## src/rtl/eye_pkg.sv

```systemverilog
package eye_pkg;

    typedef enum logic [3:0] {
        ST_IDLE, ST_LOCK, ST_ARG, ST_CMD, ST_SET, ST_SETTLE, ST_SAMPLE,
        ST_CENTRE, ST_APPLY, ST_SYNC, ST_LK1, ST_LK2, ST_LK3, ST_DONE, ST_FAIL
    } state_e;

    // Which edge of the window the current sweep is hunting for.
    typedef enum logic [2:0] {
        PH_PROBE, PH_END_WRAP, PH_START_WRAP, PH_START, PH_END
    } phase_e;

    localparam logic [31:0] ARG_OPEN   = 32'h0000_5C00;
    localparam logic [7:0]  CMD_OPEN   = 8'h01;
    localparam logic [31:0] ARG_SEAL_A = 32'h4C72_7354;
    localparam logic [31:0] ARG_SEAL_B = 32'h4C6F_634B;
    localparam logic [7:0]  CMD_SEAL   = 8'h03;
    localparam logic [31:0] ERR_BASE   = 32'hCACA_B0F0;
    localparam logic [3:0]  ERR_NO_EYE = 4'h1;
    localparam logic [3:0]  ERR_SYNC   = 4'h3;

endpackage

```

## src/rtl/eye_pattern_cmp.sv

```systemverilog
module eye_pattern_cmp #(
    parameter int W = 32
) (
    input  logic [W-1:0] rise_lo,
    input  logic [W-1:0] rise_hi,
    input  logic [W-1:0] fall_lo,
    input  logic [W-1:0] fall_hi,
    output logic         pass
);
    logic lo_same;
    logic hi_inv;

    always_comb begin
        lo_same = (rise_lo == fall_lo);
        hi_inv  = (rise_hi == ~fall_hi);
        pass    = lo_same && hi_inv;
    end
endmodule

```

## src/rtl/eye_centre.sv

```systemverilog
module eye_centre #(
    parameter int PW = 9
) (
    input  logic [PW-1:0] first,
    input  logic [PW-1:0] last,
    input  logic [PW-1:0] period,
    input  logic          wrap,
    output logic [PW-1:0] centre
);
    localparam int XW = PW + 1;

    logic [XW-1:0] width;
    logic [XW-1:0] sum;
    logic [XW-1:0] folded;

    always_comb begin
        if (wrap)
            width = {1'b0, last} + {1'b0, period} - {1'b0, first};
        else
            width = {1'b0, last} - {1'b0, first};
        sum = {1'b0, first} + (width >> 1);
        if (sum >= {1'b0, period})
            folded = sum - {1'b0, period};
        else
            folded = sum;
        centre = folded[PW-1:0];
    end
endmodule

```

## src/rtl/eye_trainer.sv

```systemverilog
module eye_trainer
    import eye_pkg::*;
#(
    parameter int          TAP_W          = 8,
    parameter int          CNT_W          = 8,
    parameter int          TIMEOUT_CYCLES = 1000,
    parameter logic [31:0] SYNC_WORD      = 32'h0A70_14E0
) (
    input  logic             clk,
    input  logic             rst_n,
    input  logic             start,
    input  logic             dl_lock,
    input  logic [7:0]       dl_hold,
    input  logic [CNT_W-1:0] settle_cycles,
    input  logic [31:0]      rise_lo,
    input  logic [31:0]      rise_hi,
    input  logic [31:0]      fall_lo,
    input  logic [31:0]      fall_hi,
    output logic [31:0]      dl_ctrl,
    output logic             dl_ctrl_wr,
    output logic [31:0]      link_arg,
    output logic             link_arg_wr,
    output logic [7:0]       link_cmd,
    output logic             link_cmd_wr,
    output logic             done,
    output logic             err,
    output logic [31:0]      err_code,
    output logic [TAP_W-1:0] final_tap
);
    localparam int PW    = TAP_W + 1;
    localparam int TMR_W = $clog2(TIMEOUT_CYCLES + 1);

    typedef struct packed {
        state_e           state;
        phase_e           phase;
        logic [PW-1:0]    tap;
        logic [PW-1:0]    first;
        logic [PW-1:0]    last;
        logic             wrap;
        logic [CNT_W-1:0] cnt;
        logic [TMR_W-1:0] timer;
        logic [TAP_W-1:0] fin;
        logic             done;
        logic             err;
        logic [3:0]       ecode;
    } regs_t;

    regs_t q, d;

    logic [PW-1:0] period;
    logic          pass;
    logic          want_step;
    logic [PW-1:0] centre;

    assign period = PW'(dl_hold) + PW'(6);

    eye_pattern_cmp #(.W(32)) u_cmp (
        .rise_lo(rise_lo), .rise_hi(rise_hi),
        .fall_lo(fall_lo), .fall_hi(fall_hi),
        .pass(pass)
    );

    eye_centre #(.PW(PW)) u_ctr (
        .first(q.first), .last(q.last), .period(period),
        .wrap(q.wrap), .centre(centre)
    );

    always_comb begin
        d = q;
        want_step = (q.phase == PH_END_WRAP || q.phase == PH_END) ? pass : !pass;
        case (q.state)
            ST_IDLE, ST_DONE, ST_FAIL: begin
                if (start) begin
                    d.state = ST_LOCK;
                    d.done  = 1'b0;
                    d.err   = 1'b0;
                    d.ecode = '0;
                end
            end
            ST_LOCK:  if (dl_lock) d.state = ST_ARG;
            ST_ARG:   d.state = ST_CMD;
            ST_CMD: begin
                d.tap   = '0;
                d.phase = PH_PROBE;
                d.state = ST_SET;
            end
            ST_SET: begin
                d.cnt   = '0;
                d.state = ST_SETTLE;
            end
            ST_SETTLE: begin
                if (q.cnt >= settle_cycles) d.state = ST_SAMPLE;
                else                        d.cnt   = q.cnt + 1'b1;
            end
            ST_SAMPLE: begin
                if (q.phase == PH_PROBE) begin
                    d.wrap  = pass;
                    d.phase = pass ? PH_END_WRAP : PH_START;
                end else if (want_step && q.tap < period) begin
                    d.tap   = q.tap + 1'b1;
                    d.state = ST_SET;
                end else begin
                    case (q.phase)
                        PH_END_WRAP: begin
                            d.last  = q.tap;
                            d.phase = PH_START_WRAP;
                        end
                        PH_START_WRAP: begin
                            d.first = q.tap;
                            d.state = ST_CENTRE;
                        end
                        PH_START: begin
                            if (q.tap == period) begin
                                d.state = ST_FAIL;
                                d.err   = 1'b1;
                                d.ecode = ERR_NO_EYE;
                            end else begin
                                d.first = q.tap;
                                d.phase = PH_END;
                            end
                        end
                        default: begin
                            d.last  = q.tap;
                            d.state = ST_CENTRE;
                        end
                    endcase
                end
            end
            ST_CENTRE: begin
                d.tap   = centre;
                d.fin   = centre[TAP_W-1:0];
                d.timer = '0;
                d.state = ST_APPLY;
            end
            ST_APPLY: d.state = ST_SYNC;
            ST_SYNC: begin
                if (rise_lo == SYNC_WORD) begin
                    d.state = ST_LK1;
                end else if (q.timer == TMR_W'(TIMEOUT_CYCLES)) begin
                    d.state = ST_FAIL;
                    d.err   = 1'b1;
                    d.ecode = ERR_SYNC;
                end else begin
                    d.timer = q.timer + 1'b1;
                end
            end
            ST_LK1: d.state = ST_LK2;
            ST_LK2: d.state = ST_LK3;
            ST_LK3: begin
                d.state = ST_DONE;
                d.done  = 1'b1;
            end
            default: d.state = ST_IDLE;
        endcase
    end

    always_ff @(posedge clk or negedge rst_n) begin
        if (!rst_n) begin
            q <= '{state: ST_IDLE, phase: PH_PROBE, default: '0};
        end else begin
            q <= d;
        end
    end

    always_comb begin
        dl_ctrl_wr  = (q.state == ST_SET) || (q.state == ST_APPLY);
        dl_ctrl     = ({{(32-TAP_W){1'b0}}, q.tap[TAP_W-1:0]} << 16) | 32'd1;
        link_arg_wr = (q.state == ST_ARG) || (q.state == ST_LK1) || (q.state == ST_LK2);
        link_arg    = (q.state == ST_LK1) ? ARG_SEAL_A :
                      (q.state == ST_LK2) ? ARG_SEAL_B : ARG_OPEN;
        link_cmd_wr = (q.state == ST_CMD) || (q.state == ST_LK3);
        link_cmd    = (q.state == ST_LK3) ? CMD_SEAL : CMD_OPEN;
        done        = q.done;
        err         = q.err;
        err_code    = q.err ? (ERR_BASE | {28'd0, q.ecode}) : 32'd0;
        final_tap   = q.fin;
    end

    // Cycles since the last delay write, saturating; used only by a check.
    logic [CNT_W:0] since_wr_q;
    always_ff @(posedge clk or negedge rst_n) begin
        if (!rst_n)                    since_wr_q <= '0;
        else if (dl_ctrl_wr)           since_wr_q <= '0;
        else if (since_wr_q != '1)     since_wr_q <= since_wr_q + 1'b1;
    end

    assert_open_after_lock_R1: assert property (@(posedge clk) disable iff (!rst_n)
        (link_arg_wr && link_arg == ARG_OPEN) |-> $past(dl_lock));

    assert_tap_in_period_R2: assert property (@(posedge clk) disable iff (!rst_n)
        dl_ctrl_wr |-> (q.tap <= period));

    assert_final_below_period_R8: assert property (@(posedge clk) disable iff (!rst_n)
        $rose(done) |-> (PW'(final_tap) < period));

    assert_settle_respected_R9: assert property (@(posedge clk) disable iff (!rst_n)
        (q.state == ST_SAMPLE && $past(q.state) == ST_SETTLE)
            |-> (since_wr_q > {1'b0, settle_cycles}));

    assert_err_prefix_R10: assert property (@(posedge clk) disable iff (!rst_n)
        err |-> (err_code[31:16] == 16'hCACA));

    assert_seal_before_done_R12: assert property (@(posedge clk) disable iff (!rst_n)
        $rose(done) |-> ($past(link_cmd_wr) && $past(link_cmd) == CMD_SEAL));

    assert_done_err_exclusive_R13: assert property (@(posedge clk) disable iff (!rst_n)
        !(done && err));
endmodule

```

## config.mk

```make
export PLATFORM = sky130hd
export DESIGN_NAME = eye_trainer
export DESIGN_NICKNAME = d
export VERILOG_FILES = /design/src/rtl/eye_pkg.sv /design/src/rtl/eye_pattern_cmp.sv /design/src/rtl/eye_centre.sv /design/src/rtl/eye_trainer.sv
export SDC_FILE = /design/constraint.sdc
export NUM_CORES = 1
export LEC_CHECK = 0
export CAP_MARGIN = 20
export CORE_ASPECT_RATIO = 0.6
export CORE_MARGIN = 3
export CORE_UTILIZATION = 26
export DETAILED_ROUTE_END_ITERATION = 8
export GPL_ROUTABILITY_DRIVEN = 0
export HOLD_SLACK_MARGIN = 0.06
export PLACE_DENSITY = 0.63
export SLEW_MARGIN = 20
export SYNTH_ARGS = -nofsm -noshare
export SYNTH_HDL_FRONTEND = slang
export SYNTH_SLANG_ARGS = --single-unit
```

## constraint.sdc

```tcl
create_clock -name clk -period 7.4 [get_ports clk]
set_clock_uncertainty 0.2 [all_clocks]
set_input_delay 1.11 -clock clk [delete_from_list [all_inputs] [get_ports clk]]
set_output_delay 1.11 -clock clk [all_outputs]
set_load 0.01 [all_outputs]
```

==> reports/qor.txt <==
Status: complete, no violations
Initial antenna violation count: 1
Die height: 134 um
CTS tree: yes
Tightest Hold Check Type: flip-flop to flip-flop
VDD IR max: 0.503 mV
Slew margin rel.: 29.2%
Largest net degree at the start of global routing: 65
Clock buffer depth: 2
Vias/cell: 4.62
Worst path slowest cell: clkdlybuf4s50_1
Critical Path Most Common Cell: ha_1
Fin. max-slew vios: 0
CP endpoint kind: flip-flop
Post-detail-place hpwl: 17.9 mm
Startpoint types: primary input
Mapped Cells: 827
Synth top area cells: dfrtp_1 23%, buf_4 11%, ha_1 10%, xnor2_1 7.3%, xor2_1 6.5%
Final setup vio count: 0
Max incr delay on CP: 0.52 ns
Sink Count: 64
Remaining antenna violation count: 0
Routed wl met3: 1.79 mm
CTS clk-pin slew, worst paths: 0.05 ns
Most used DFF post-synth: dfrtp_1
Port Buf Inserts: 208
Cts bufs inserted: 9
Number of global-route vias before repair: 6,142
Power Dens Cells: 490 nW/um2
Aggregate global routing overflow: 0
Post-synth ARST share: 100%
Worst setup path start: dl_hold[2]
Synth Area per Inst: 8.58 um2
CP top delay family: compound AO/OA/AOI/OAI gates
Final Hold Fails: 0
Post-synth EDFFs: 0
Hold Path Stages: 2
Initial core utilization: 26.6%
Worst-Margin Slew: 1.05 ns
Fin crit period: 6.86 ns
Hold buffer count at cts: 0
Buffers & Inverters on Critical Path: 4
CORE AREA: 26,600 um2
Wl on met1: 9.54 mm
Hold Startpoint: final_tap[1]
Synth area leader: dfrtp_1
Initial DRC Count: 349
P_leak: 4.03 nW
Synth top cells by count: 106 x buf_4, 64 x dfrtp_1, 59 x xnor2_1, 58 x ha_1, 55 x inv_1
TritonRoute pass-1 iters: 5
Average wire per standard cell: 15.8 um
FP Rows: 46
Post-route setup TNS: 0 ns
Ys Warns: 0
Die Wd: 219 um
Clk root buf: clkbuf_16
Stages on the worst setup path: 27
Fin crit share: 92.8%
Critical Path AT: 6.88 ns
# H-tree levels: 3
Drt total wl: 21.3 mm
Area Overhead vs Synth: 30.7%
First-pass GRT wire length: 33.6 mm
Sequential cell area fraction in the yosys report: 22.6%
DRC: 0
Die ar.: 29,400 um2
Via count: 6,217
RSZ-0062 raised after global routing: no
Req. time, crit path: 7.42 ns
Crit Path Max Fanout: 13
Max Cap Viol: 0
Share of cells above drive strength 1: 4.97%
Worst r2r src: q[43]
Synth Register Bits: 64
Yosys top cell area share: 22.6%
Ports: 265
Unique masters post-synth: 68
Fmax: 146 MHz
WHS: 0.283 ns
GRT Total Usage: 14.5%
Crit path kind: primary input to flip-flop
Final #Nets: 1,199
Count leader, synth: buf_4
Register-to-Register Path Depth: 25
Highest Signal Layer: met4
Met2 WL: 9.64 mm
Post-Syn Area: 7090 um2
Clk_lat worst skew: 0.34 ns
==> cell families (layout without fill, tap and decap cells) <==
group,Yosys count,after routing,synth area share [%]
xor gates and xnor gates,112,112,13.8
other,2,57,0.106
DFF,64,64,22.6
AOI/OAI and AO/OA,159,159,14.5
and+or+nand+nor,212,212,15.8
buffers and inverters,179,283,15.2
adders and majority gates,70,70,13.6
muxes,29,29,4.38
==> layout by cell type (no fill, tap or decap), drive strengths merged, types with 11 or more instances in the layout <==
| master | instances |
|---|---|
| mux2 | 16 |
| inv | 55 |
| mux2i | 13 |
| nor2 | 46 |
| o21ai | 42 |
| fa | 12 |
| dfrtp | 64 |
| clkdlybuf4s50 | 207 |
| conb | 56 |
| nand3 | 12 |
| clkbuf | 12 |
| xor2 | 53 |
| a21o | 12 |
| nor3 | 15 |
| nand4 | 27 |
| xnor2 | 59 |
| a21oi | 33 |
| nand2 | 50 |
| ha | 58 |
| a31oi | 11 |
==> power breakdown <==
| group | internal, W | total (W) | leakage (nW) | switching, W |
|---|---|---|---|---|
| Sequential | 0.000448 | 0.000602 | 0.838 | 0.000153 |
| Combinational | 0.00164 | 0.00354 | 3.06 | 0.00190 |
| Clock | 0.000242 | 0.000404 | 0.134 | 0.000161 |
| Total | 0.00233 | 0.00454 | 4.03 | 0.00221 |
==> per-stage QoR <==
stage / power, W / cells / util [%] / worst slack [ns] / instance area (um2)
2_1_floorplan: 0.00329 / 881 / - / 1.18 / 7290
3_3_place_gp: 0.00402 / 1330 / 33.7 / 0.367 / 8990
3_5_place_dp: 0.00408 / 1330 / 33.7 / 0.217 / 8990
4_1_cts: 0.00451 / 1345 / 34.8 / 0.547 / 9260
5_1_grt: 0.00500 / 1346 / 34.8 / 0.0210 / 9270
6_report: 0.00454 / 1346 / 34.8 / 0.536 / 9270
==> sequential cells by signal, summed over array words and instances, names as in the netlist <==
name       flops
q             47
dl_ctrl        8
final_tap      8
done           1
==> worst min-delay path, cell delays in order (launching register included) <==
cell     delay, ns
dfrtp_1       0.34
nand2_1       0.05
o21ai_0       0.06
==> routing by layer <==
metal	global-route usage [%]	up-vias
met4	4.03	0
met5	0	-
met1	19.9	2941
met3	3.96	19
li1	-	3036
met2	22.4	221
==> timing repair <==
item                       in CTS  in global routing
setup buffers                   0                  0
gates resized for setup         0                  2
setup endpoints to repair       0                  2
hold endpoints to repair        0                  0
==> worst paths after layout <==
| kind | slack, ns | endpoint |
|---|---|---|
| min | 0.28 | final_tap[1] |
| max in group asynchronous | 5.67 | q[20] |
| max | 0.54 | dl_ctrl[17] |
| max reg2reg | 1.46 | dl_ctrl[17] |
| min reg2reg | 0.28 | final_tap[1] |
| min in group asynchronous | 0.75 | q[34] |
==> layout make-up <==
type                            count  area [um2]
Fill cell                        2753       17400
Multi-Input combinational cell    638        4620
Timing Repair Buffer              213        2110
Sequential cell                    64        1600
Tap cell                          360         450
Clock buffer                       12         256
Inverter                           55         206
Clock inverter                      3        17.5
Antenna cell                        1        2.50
Power figures use the tool's default switching activity.
